--- config.mk ---
export PLATFORM = sky130hd
export DESIGN_NAME = evt_edge_prio_enc
export DESIGN_NICKNAME = d
export VERILOG_FILES = /design/src/rtl/evt_enc_pkg.sv /design/src/rtl/evt_edge_det.sv /design/src/rtl/evt_grp_arb.sv /design/src/rtl/evt_edge_prio_enc.sv
export SDC_FILE = /design/constraint.sdc
export NUM_CORES = 1
export LEC_CHECK = 0
export ABC_AREA = 1
export BUFFER_PORTS_ARGS = -buffer_cell sky130_fd_sc_hd__buf_2
export CAP_MARGIN = 15
export CORE_ASPECT_RATIO = 2
export CORE_MARGIN = 2
export CORE_UTILIZATION = 52
export CTS_BUF_LIST = sky130_fd_sc_hd__clkbuf_4 sky130_fd_sc_hd__clkbuf_8 sky130_fd_sc_hd__clkbuf_16
export CTS_CLUSTER_SIZE = 8
export DETAILED_ROUTE_END_ITERATION = 6
export GPL_ROUTABILITY_DRIVEN = 0
export HOLD_SLACK_MARGIN = 0.02
export PLACE_DENSITY = 0.95
export SLEW_MARGIN = 0
export SYNTH_ARGS = -nofsm -noshare
export SYNTH_HDL_FRONTEND = slang
export SYNTH_SLANG_ARGS = --single-unit
--- constraint.sdc ---
create_clock -name clk -period 8.3 [get_ports clk]
set_clock_uncertainty 0.2 [all_clocks]
set_input_delay 1.66 -clock clk [delete_from_list [all_inputs] [get_ports clk]]
set_output_delay 1.66 -clock clk [all_outputs]
set_load 0.02 [all_outputs]
--- src/rtl/evt_enc_pkg.sv ---
package evt_enc_pkg;
   localparam int GRP_LO  = 0;
   localparam int GRP_HI  = 1;
   localparam int NUM_GRP = 2;
endpackage

--- src/rtl/evt_edge_det.sv ---
module evt_edge_det #(
   parameter int             N        = 32,
   parameter logic [N-1:0]   IDLE_LVL = '0
) (
   input  logic         clk,
   input  logic         rst_n,
   input  logic [N-1:0] lvl,
   input  logic [N-1:0] pol,
   output logic [N-1:0] edge_hit
);
   logic [N-1:0] prev_q;

   always_ff @(posedge clk or negedge rst_n) begin
      if (!rst_n) prev_q <= IDLE_LVL;
      else        prev_q <= lvl;
   end

   // pol=0 picks low-to-high, pol=1 picks high-to-low
   assign edge_hit = (~pol & ~prev_q & lvl) | (pol & prev_q & ~lvl);
endmodule

--- src/rtl/evt_grp_arb.sv ---
module evt_grp_arb #(
   parameter int N        = 32,
   parameter bit PICK_LOW = 1'b1,
   localparam int IDX_W   = $clog2(N)
) (
   input  logic             clk,
   input  logic             rst_n,
   input  logic [N-1:0]     cand,
   input  logic             ack,
   input  logic [IDX_W-1:0] ack_idx,
   output logic             gnt_valid,
   output logic [IDX_W-1:0] gnt_idx,
   output logic [N-1:0]     clr_vec
);
   logic             enc_hit;
   logic [IDX_W-1:0] enc_idx;
   logic             lock_v;
   logic [IDX_W-1:0] lock_idx;
   logic             ack_ok;

   generate
      if (PICK_LOW) begin : g_low_first
         always_comb begin
            enc_hit = 1'b0;
            enc_idx = '0;
            for (int i = N - 1; i >= 0; i--) begin
               if (cand[i]) begin
                  enc_hit = 1'b1;
                  enc_idx = IDX_W'(i);
               end
            end
         end
      end else begin : g_high_first
         always_comb begin
            enc_hit = 1'b0;
            enc_idx = '0;
            for (int i = 0; i < N; i++) begin
               if (cand[i]) begin
                  enc_hit = 1'b1;
                  enc_idx = IDX_W'(i);
               end
            end
         end
      end
   endgenerate

   assign gnt_valid = lock_v | enc_hit;
   assign gnt_idx   = lock_v ? lock_idx : enc_idx;
   assign ack_ok    = ack && gnt_valid && (ack_idx == gnt_idx);
   assign clr_vec   = ack_ok ? ({{(N-1){1'b0}}, 1'b1} << gnt_idx) : '0;

   always_ff @(posedge clk or negedge rst_n) begin
      if (!rst_n) begin
         lock_v   <= 1'b0;
         lock_idx <= '0;
      end else begin
         lock_v   <= gnt_valid & ~ack_ok;
         lock_idx <= gnt_idx;
      end
   end
endmodule

--- src/rtl/evt_edge_prio_enc.sv ---
module evt_edge_prio_enc
   import evt_enc_pkg::*;
#(
   parameter int                 NUM_EVT  = 32,
   parameter int                 RSVD_IDX = 25,
   parameter logic [NUM_EVT-1:0] SW_MASK  = 32'hC186_0C03,
   parameter logic [NUM_EVT-1:0] IDLE_LVL = '0,
   parameter bit                 PICK_LOW = 1'b1,
   localparam int                IDX_W    = $clog2(NUM_EVT)
) (
   input  logic               clk,
   input  logic               rst_n,
   input  logic [NUM_EVT-1:0] evt_in,
   input  logic [NUM_EVT-1:0] sw_trig,
   input  logic [NUM_EVT-1:0] polarity,
   input  logic [NUM_EVT-1:0] group_hi,
   input  logic               hi_ack,
   input  logic [IDX_W-1:0]   hi_ack_idx,
   input  logic               lo_ack,
   input  logic [IDX_W-1:0]   lo_ack_idx,
   output logic [NUM_EVT-1:0] live_lvl,
   output logic [NUM_EVT-1:0] pend_flags,
   output logic               hi_valid,
   output logic [IDX_W-1:0]   hi_idx,
   output logic               lo_valid,
   output logic [IDX_W-1:0]   lo_idx
);
   localparam logic [NUM_EVT-1:0] RSVD_MASK = {{(NUM_EVT-1){1'b0}}, 1'b1} << RSVD_IDX;

   generate
      if (NUM_EVT < 2)
         $error("evt_edge_prio_enc: NUM_EVT must be at least 2");
      if (RSVD_IDX < 0 || RSVD_IDX >= NUM_EVT)
         $error("evt_edge_prio_enc: RSVD_IDX out of range");
   endgenerate

   logic [NUM_EVT-1:0] edge_hit;
   logic [NUM_EVT-1:0] flags_q;
   logic [NUM_EVT-1:0] grp_cand [NUM_GRP];
   logic [NUM_EVT-1:0] grp_clr  [NUM_GRP];
   logic               grp_ack  [NUM_GRP];
   logic [IDX_W-1:0]   grp_aidx [NUM_GRP];
   logic               grp_vld  [NUM_GRP];
   logic [IDX_W-1:0]   grp_idx  [NUM_GRP];

   assign live_lvl = evt_in | (sw_trig & SW_MASK);

   evt_edge_det #(.N(NUM_EVT), .IDLE_LVL(IDLE_LVL)) i_edge (
      .clk      (clk),
      .rst_n    (rst_n),
      .lvl      (live_lvl),
      .pol      (polarity),
      .edge_hit (edge_hit)
   );

   assign grp_ack[GRP_HI]  = hi_ack;
   assign grp_aidx[GRP_HI] = hi_ack_idx;
   assign grp_ack[GRP_LO]  = lo_ack;
   assign grp_aidx[GRP_LO] = lo_ack_idx;

   generate
      for (genvar g = 0; g < NUM_GRP; g++) begin : g_grp
         if (g == GRP_HI) begin : g_member
            assign grp_cand[g] = flags_q & group_hi;
         end else begin : g_member
            assign grp_cand[g] = flags_q & ~group_hi;
         end

         evt_grp_arb #(.N(NUM_EVT), .PICK_LOW(PICK_LOW)) i_arb (
            .clk       (clk),
            .rst_n     (rst_n),
            .cand      (grp_cand[g]),
            .ack       (grp_ack[g]),
            .ack_idx   (grp_aidx[g]),
            .gnt_valid (grp_vld[g]),
            .gnt_idx   (grp_idx[g]),
            .clr_vec   (grp_clr[g])
         );
      end
   endgenerate

   always_ff @(posedge clk or negedge rst_n) begin
      if (!rst_n) flags_q <= '0;
      else        flags_q <= ((flags_q & ~(grp_clr[GRP_HI] | grp_clr[GRP_LO])) | edge_hit)
                             & ~RSVD_MASK;
   end

   assign pend_flags = flags_q;
   assign hi_valid   = grp_vld[GRP_HI];
   assign hi_idx     = grp_idx[GRP_HI];
   assign lo_valid   = grp_vld[GRP_LO];
   assign lo_idx     = grp_idx[GRP_LO];
endmodule

======== Word-level counts from Yosys, hierarchy flattened ========
Index checks and enable logic that the tools add are counted.
word-level totals
  bits in registers ....................... 75
  word-level logic and storage cells ...... 168
cells by class
  equal/unequal tests ..................... 2
  shift-type cells ........................ 2
  multiplexer cells ....................... 132
  bitwise operators ....................... 22
  reductions and logical operators ........ 4
operators by type and width
  cell                                               count
  2-to-1 mux 5 bit                                   66
  AND 32 bit                                         7
  NOT 32 bit                                         5
  bitwise OR 32 bit                                  4
  2-to-1 mux 1 bit                                   64
  2-to-1 mux 32 bit                                  2
  left shift 1 x 5 -> 32 bit (first input constant)  2
  == test 5 bit                                      2
  logical AND 1 bit                                  4
  AND 1 bit                                          2
  NOT 1 bit                                          2
  bitwise OR 1 bit                                   2

======== Logic depth before layout (Yosys ltp) ========
Gate-level depths: netlist (run 1).
  word-level depth ........................ 42
  mapped depth ............................ 39
  mapped depth without buffers ............ 38

======== Modules after synthesis ========
A second synthesis (run 1) with hierarchy kept.
unflattened totals
  cell total of the unflattened synthesis .. 913
  area, all modules ....................... 5,541.6 um^2
modules (own cells, without submodules)
  module             times used  cells an instance  area each (um^2)
  evt_grp_arb        2           204                1,077.3
  evt_edge_prio_enc  1           313                1,945.6
  evt_edge_det       1           192                1,441.4

======== Worst setup path after synthesis (run 1) ========
Ideal clock, no wire load.
  path type ............................... input-to-output
  start ................................... in group_hi[31]
  end ..................................... out hi_idx[0]
  arrival ................................. 3,211 ps
  slack ................................... 3,229 ps
  stages on the path ...................... 32
  path through ............................ nand2_1 -> inv_1 -> nand2_1 -> nand2_1 -> nand2_1 -> nand2_1 -> nand2_1 -> nand2_1 -> nand2_1 -> nand2_1 -> nand2_1 -> nand2_1 -> nand2_1 -> nand2_1 -> nand2_1 -> nand2_1 -> nand2_1 -> nand2_1 -> nand2_1 -> nand2_1 -> nand2_1 -> nand2_1 -> nand2_1 -> nand2_1 -> nand2_1 -> nand2_1 -> nand2_1 -> nand2_1 -> nand2_1 -> nand2_2 -> nand2_4 -> nand2_4
on the way
  cells in the longest elaborated chain, start to end .. 34
ends and longest elaborated chain
  item                            line                     RTL
  from (decl)                     evt_edge_prio_enc.sv:16  input logic [NUM_EVT-1:0] group_hi,
  AND 32 bit                      evt_edge_prio_enc.sv:64  assign grp_cand[g] = flags_q & group_hi;
  2-to-1 mux 5 bit (32 in a row)  evt_grp_arb.sv:27        if (cand[i]) begin
  2-to-1 mux 5 bit                evt_grp_arb.sv:48        assign gnt_idx = lock_v ? lock_idx : enc_idx;
  to (decl)                       evt_edge_prio_enc.sv:24  output logic [IDX_W-1:0] hi_idx,
No other way between the ends.

======== Worst setup path in the final report (run 1) ========
  start ................................... in group_hi[29]
  end ..................................... out hi_idx[1]
on the way
  cells in the longest elaborated chain, start to end .. 32
ends and longest elaborated chain
  item                            line
  AND 32 bit                      evt_edge_prio_enc.sv:64
  2-to-1 mux 5 bit (30 in a row)  evt_grp_arb.sv:27
  2-to-1 mux 5 bit                evt_grp_arb.sv:48
No other way between the ends.

==> results of run 1 <==
## area by class of cell
cell class | instances | area (um2) | share of cell area [%]
Inverter | 82 | 310 | 5.03
Multi-Input combinational cell | 597 | 2620 | 42.5
Timing Repair Buffer | 191 | 961 | 15.6
Tap cell | 104 | 130 | 2.11
Clock buffer | 12 | 254 | 4.12
Sequential cell | 74 | 1850 | 30.0
Clock inverter | 3 | 40.0 | 0.649
## through the flow
stage / cell area, um2 / hold slack [ns] / utilization (%) / std cells
after global routing: 6170 / 0.387 / 65.7 / 1063
after floorplan: 5040 / 0.358 / - / 788
after CTS: 6170 / 0.360 / 65.7 / 1063
final: 6170 / 0.355 / 65.7 / 1063
after global placement: 5870 / 0.334 / 62.6 / 1048
after detailed placement: 5870 / 0.346 / 62.6 / 1048
## worst max-delay path, cell delays in order
cell and delay (ns):
buf_2 0.10, nand2_1 0.08, nand2_1 0.07, a21oi_1 0.10, o21ai_0 0.10, a31oi_1 0.23
nor2_1 0.07, nor2_1 0.16, nor2_1 0.06, nor2_1 0.16, nor2_1 0.06, nor2_1 0.11
nor2_1 0.06, o211ai_1 0.15, nand2_1 0.07, nor2_1 0.12, o21bai_2 0.15, inv_1 0.24
buf_2 0.23
## worst paths after layout
path,start,to,slack (ns),cells after the start
max,group_hi[29],hi_idx[1],2.48,19
min,pend_flags[16]$_DFF_PN0_,pend_flags[16]$_DFF_PN0_,0.35,2
max reg2reg,pend_flags[30]$_DFF_PN0_,pend_flags[29]$_DFF_PN0_,4.46,16
min reg2reg,pend_flags[16]$_DFF_PN0_,pend_flags[16]$_DFF_PN0_,0.35,2
max in group asynchronous,rst_n,i_edge.prev_q[22]$_DFF_PN0_,6.01,1
min in group asynchronous,rst_n,pend_flags[3]$_DFF_PN0_,1.26,1
## layout by cell type, fill, tap and decap left out, types with 2 or more instances in the layout
cell type and n:
nand4_1 16, nor2_1 113, a21oi_1 14, dfrtp_1 74, clkinv_2 2, clkbuf_16 9, buf_2 189, nand2_1 306
nor3_1 20, clkinv_1 3, nand2_2 5, a31oi_1 4, clkbuf_4 2, o21ai_1 3, xor2_1 4, inv_1 77
o21ai_0 24, or2_2 12, nor2_2 2, nand3_1 57, nand2_4 4, buf_4 2
## power breakdown
group,internal (uW),switching (uW)
Clock,245,148
Combinational,146,395
Sequential,402,23.3
## cell families (layout without fill, tap and decap cells)
| kind of cell | Yosys count | after routing | share of synthesized area, % |
|---|---|---|---|
| AND/OR/NAND/NOR | 540 | 540 | 45.3 |
| XOR/XNOR | 4 | 4 | 0.695 |
| other | 1 | 1 | 0.0744 |
| AO/OA/AOI/OAI | 52 | 52 | 5.91 |
| buffers and inverters | 117 | 288 | 11.3 |
| flip-flops | 74 | 74 | 36.7 |
## layer usage
metal	up-vias	wire length [um]	GRT usage [%]
li1	2788	-	-
met1	2555	5130	29.7
met2	319	7880	51.8
met3	104	1120	6.70
met4	0	1310	21.7
met5	-	0	0
## sequential cells by signal (all words and copies together) (netlist names)
register	cells
pend_flags	31
g_grp.i_arb.lock_idx	10
g_grp.i_arb.lock_v	2
i_edge.prev_q	31
==> flow_summary.json, run 1 <==
{
  "fp-row-count": 50,
  "finalCritPeriodShare_pct": 70.1,
  "outcome": "finished, final reports clean",
  "syn_inst": 788,
  "rsz0062_at_grt": "false",
  "fin_crit_ns": 5.82,
  "ys_seq_area_share_pct": 36.7,
  "htree_levels": 3,
  "maxSlewHeadroom_pct": 36.0,
  "p_leak_uw": 0.00327,
  "postCtsSetupBuffers": 0,
  "netlist_area_mm2": 0.00504,
  "async_flop_share_pct": 100,
  "synth_nets": 930,
  "wirelength_mm": 15.5,
  "cap_viol_max_count": 0,
  "cts-resized-gates": 0,
  "drtPass1Iterations": 7,
  "drtAntennaViolNets": 0,
  "dieWidth_um": 73.6,
  "ys_seq_elements": 74,
  "synthTopCellsByCount": "nand2_1, nor2_1, inv_1",
  "final.setup.worst_slack_ns": 2.48,
  "vias_per_cell": 5.42,
  "yosysTopAreaCell": "dfrtp_1",
  "die_area_mm2": 0.0105,
  "nNetsFinal": 1097,
  "hold_viol_final": 0,
  "num_vias": 5766,
  "fin_tns_setup_ns": 0,
  "grt.overflow.total": 0,
  "place_ws_ns": 2.62,
  "nFillCells": 836,
  "clk_latency_ns": 0.35,
  "hold_buffers": 0,
  "grt_pass1_vias": 5369,
  "synth.avg_cell_area_um2": 6.40,
  "clock_path_buffers": 2,
  "clkSinkCount": 74,
  "clk_pin_slew_ns": 0.05,
  "post-route-drc-count": 0,
  "port_buffers": 190,
  "grt.total_usage_pct": 29.8,
  "cp.arrival_ns": 3.96,
  "ys.flop_type": "dfrtp_1",
  "cts_tree": "yes",
  "yosysMostFrequentCell": "nand2_1",
  "drv_slew": 0,
  "yosys_warnings": 0,
  "clockRootBuffer": "clkbuf_16",
  "fp.dieH_um": 143,
  "crit_required_ns": 6.44,
  "core_area_mm2": 0.00938,
  "yosysUniqueCellTypes": 36,
  "routedWlPerCell_um": 14.5,
  "cts_buffers": 9,
  "drtIter0Drc": 499,
  "start_util_pct": 53.7,
  "power_density_mw_per_mm2": 221,
  "setup_violations": 0,
  "max_freq_mhz": 172,
  "vdd_drop_max_mv": 0.155,
  "grt_pass1_wl_mm": 23.9,
  "drive_above_1_share_pct": 24.6,
  "diodes": 0,
  "p_total_uw": 1360,
  "crit_fanout": 8,
  "area_growth_pct": 22.3,
  "tightest_slew_ns": 0.960,
  "pin_count": 218,
  "netlist.area_leader.share_pct": 36.7,
  "synth_edf_count": 0,
  "startpoint_type": "primary input",
  "antenna_found_initial": 0,
  "synthTopCellsByArea": "dfrtp_1, nand2_1, nor2_1, inv_1, nand3_1",
  "hold_path_class": "register to register",
  "worstSetupEndpointType": "primary output",
  "crit_type": "primary input to primary output",
  "hpwl_mm": 12.1,
  "grt_max_degree": 75
}
(Power assumes the default switching activity.)
==> inputs of run 2 (changes only) <==
--- a/config.mk
+++ b/config.mk
@@ -5,18 +5,18 @@
 export SDC_FILE = /design/constraint.sdc
 export NUM_CORES = 1
 export LEC_CHECK = 0
-export ABC_AREA = 1
+export ABC_AREA = 0
 export BUFFER_PORTS_ARGS = -buffer_cell sky130_fd_sc_hd__buf_2
 export CAP_MARGIN = 15
 export CORE_ASPECT_RATIO = 2
 export CORE_MARGIN = 2
-export CORE_UTILIZATION = 52
+export CORE_UTILIZATION = 44
 export CTS_BUF_LIST = sky130_fd_sc_hd__clkbuf_4 sky130_fd_sc_hd__clkbuf_8 sky130_fd_sc_hd__clkbuf_16
 export CTS_CLUSTER_SIZE = 8
 export DETAILED_ROUTE_END_ITERATION = 6
 export GPL_ROUTABILITY_DRIVEN = 0
 export HOLD_SLACK_MARGIN = 0.02
-export PLACE_DENSITY = 0.95
+export PLACE_DENSITY = 0.87
 export SLEW_MARGIN = 0
 export SYNTH_ARGS = -nofsm -noshare
 export SYNTH_HDL_FRONTEND = slang
==> constraint.sdc (replaced) <==
create_clock -name clk -period 5.15 [get_ports clk]
set_clock_uncertainty 0.2 [all_clocks]
set_input_delay 1.03 -clock clk [delete_from_list [all_inputs] [get_ports clk]]
set_output_delay 1.03 -clock clk [all_outputs]
set_load 0.02 [all_outputs]
==> run 2 against run 1 <==
  * Final cell count fell by 12%
  * Core utilization fell by 9.9 points
  * Synthesized cell count fell by 22%
  * Wire length rose by 15%
  * Synthesized area fell by 0.60%
  * Clock-buffer cell count fell by 2
  * Critical path type unchanged
  * Highest routed layer unchanged
==> flow_summary.json, run 2 <==
{
  "cts-resized-gates": 0,
  "pin_count": 218,
  "ys.flop_type": "dfrtp_1",
  "yosysTopAreaCell": "dfrtp_1",
  "fp.dieH_um": 155,
  "grt.total_usage_pct": 28.9,
  "ys_seq_elements": 74,
  "hold_viol_final": 0,
  "tightest_slew_ns": 1.06,
  "grt_max_degree": 75,
  "drtAntennaViolNets": 0,
  "crit_required_ns": 3.92,
  "cap_viol_max_count": 0,
  "synthTopCellsByArea": "dfrtp_1, o41ai_1, nand2_1, nor2_1, nand2b_1",
  "startpoint_type": "primary input",
  "outcome": "finished, final reports clean",
  "cts_tree": "yes",
  "hold_buffers": 0,
  "p_leak_uw": 0.00258,
  "async_flop_share_pct": 100,
  "fin_tns_setup_ns": 0,
  "dieWidth_um": 79.5,
  "finalCritPeriodShare_pct": 83.7,
  "clockRootBuffer": "clkbuf_16",
  "fp-row-count": 55,
  "p_total_uw": 1810,
  "clkSinkCount": 74,
  "routedWlPerCell_um": 19.1,
  "min-delay-start": "i_edge.prev_q[0]$_DFF_PN0_",
  "synthTopCellsByCount": "dfrtp_1, nand2_1, nor2_1",
  "netlist_area_mm2": 0.00501,
  "area_growth_pct": 24.9,
  "start_util_pct": 44.7,
  "syn_inst": 617,
  "hold_path_class": "register to register",
  "worstHoldPathCells": 2,
  "ys_seq_area_share_pct": 37.0,
  "vias_per_cell": 6.27,
  "htree_levels": 3,
  "postCtsSetupBuffers": 0,
  "synth.avg_cell_area_um2": 8.12,
  "drv_slew": 0,
  "yosys_warnings": 0,
  "r2r-start": "pend_flags[14]$_DFF_PN0_",
  "startpoint": "group_hi[29]",
  "die_area_mm2": 0.0123,
  "cp.arrival_ns": 3.08,
  "reg2reg_depth": 8,
  "yosysMostFrequentCell": "dfrtp_1",
  "port_buffers": 190,
  "cts_buffers": 9,
  "hpwl_mm": 14.1,
  "final_common_cell": "buf_2",
  "fin_crit_ns": 4.31,
  "rsz0062_at_grt": "false",
  "drtPass1Iterations": 6,
  "drtIter0Drc": 445,
  "vdd_drop_max_mv": 0.248,
  "wirelength_mm": 17.8,
  "crit_fanout": 4,
  "synth_edf_count": 0,
  "clk_pin_slew_ns": 0.06,
  "antenna_found_initial": 1,
  "crit_type": "primary input to primary output",
  "yosysUniqueCellTypes": 63,
  "netlist.area_leader.share_pct": 37.0,
  "power_density_mw_per_mm2": 289,
  "nNetsFinal": 927,
  "grt_pass1_wl_mm": 27.3,
  "post-route-drc-count": 0,
  "grt_pass1_vias": 5667,
  "drive_above_1_share_pct": 27.7,
  "num_vias": 5847,
  "core_area_mm2": 0.0112,
  "final_cell_mix": "buf_2, dfrtp_1, nand2_1, nor2_1, nand2b_1",
  "setup_violations": 0,
  "maxSlewHeadroom_pct": 28.6,
  "clk_latency_ns": 0.34,
  "clock_path_buffers": 2,
  "worstSetupEndpointType": "primary output",
  "max_freq_mhz": 232,
  "synth_nets": 759,
  "grt.overflow.total": 0
}
run 2: cell count changes in the layout (fill, tap and decap cells not counted), moves of 14 or more:
cell      previous run  this run
nor4_1               1        27
nor2_1             113        67
nand3_1             57        25
nand2_1            306        70
nand2b_1             0        34
o21ai_1              3        27
o21ai_0             24        10
nor2b_1              0        14
inv_1               77        20
a22o_1               0        14
o41ai_1              0        31
a21oi_1             14        33
run 2: where the power goes:
group	switching, uW	leakage (uW)	internal [uW]	total (uW)
Sequential	24.9	0.000771	618	643
Clock	244	0.000141	388	632
Combinational	365	0.00167	168	533
run 2: final timing paths:
path	end	slack (ns)
worst max register to register	pend_flags[23]$_DFF_PN0_	1.50
worst min register to register	pend_flags[0]$_DFF_PN0_	0.31
min in group asynchronous	i_edge.prev_q[2]$_DFF_PN0_	0.62
worst max-delay path	hi_idx[0]	0.84
worst min-delay path	pend_flags[0]$_DFF_PN0_	0.31
max in group asynchronous	i_edge.prev_q[31]$_DFF_PN0_	3.47
run 2: metal layers:
| layer | part of all wire (%) | vias to the layer above | GRT usage, % | routed length, um |
|---|---|---|---|---|
| met1 | 33 | 2702 | 29.9 | 5940 |
| li1 | - | 2676 | - | - |
| met3 | 6.9 | 107 | 4.64 | 1240 |
| met5 | 0 | - | 0 | 0 |
| met4 | 8.5 | 0 | 23.7 | 1510 |
| met2 | 51 | 362 | 49.9 | 9120 |
run 2: layout make-up:
type	instances	area (um2)
Sequential cell	74	1850
Inverter	21	78.8
Fill cell	1059	4960
Multi-Input combinational cell	483	2840
Timing Repair Buffer	196	998
Antenna cell	1	2.50
Clock inverter	6	66.3
Clock buffer	10	239
Tap cell	142	178
run 2: kinds of logic (layout without fill, tap and decap cells):
logic type,after synthesis,count (layout),synth area share [%]
compound gates,183,183,26.0
other cells,1,2,0.0748
flops,74,74,37.0
simple gates,297,297,30.3
buf+inv,60,233,6.29
xor+xnor,2,2,0.350
run 2: critical path: stages:
cell	delay (ns)
buf_2	0.12
a22o_1	0.23
a31oi_1	0.21
o2111ai_1	0.26
a2111oi_0	0.74
nor2_1	0.25
buf_2	0.23
run 2: metrics by stage:
step                      instance area [um2]  utilization [%]  cells  hold slack, ns  setup slack [ns]
final                                    6260             55.8    933           0.310             0.842
after global routing                     6260             55.8    933           0.350             0.802
after CTS                                6250             55.7    931           0.315             0.903
after detailed placement                 5940             53.0    915           0.311             0.892
after global placement                   5940             53.0    915           0.299             0.937
after floorplan                          5010                -    617           0.290              1.44
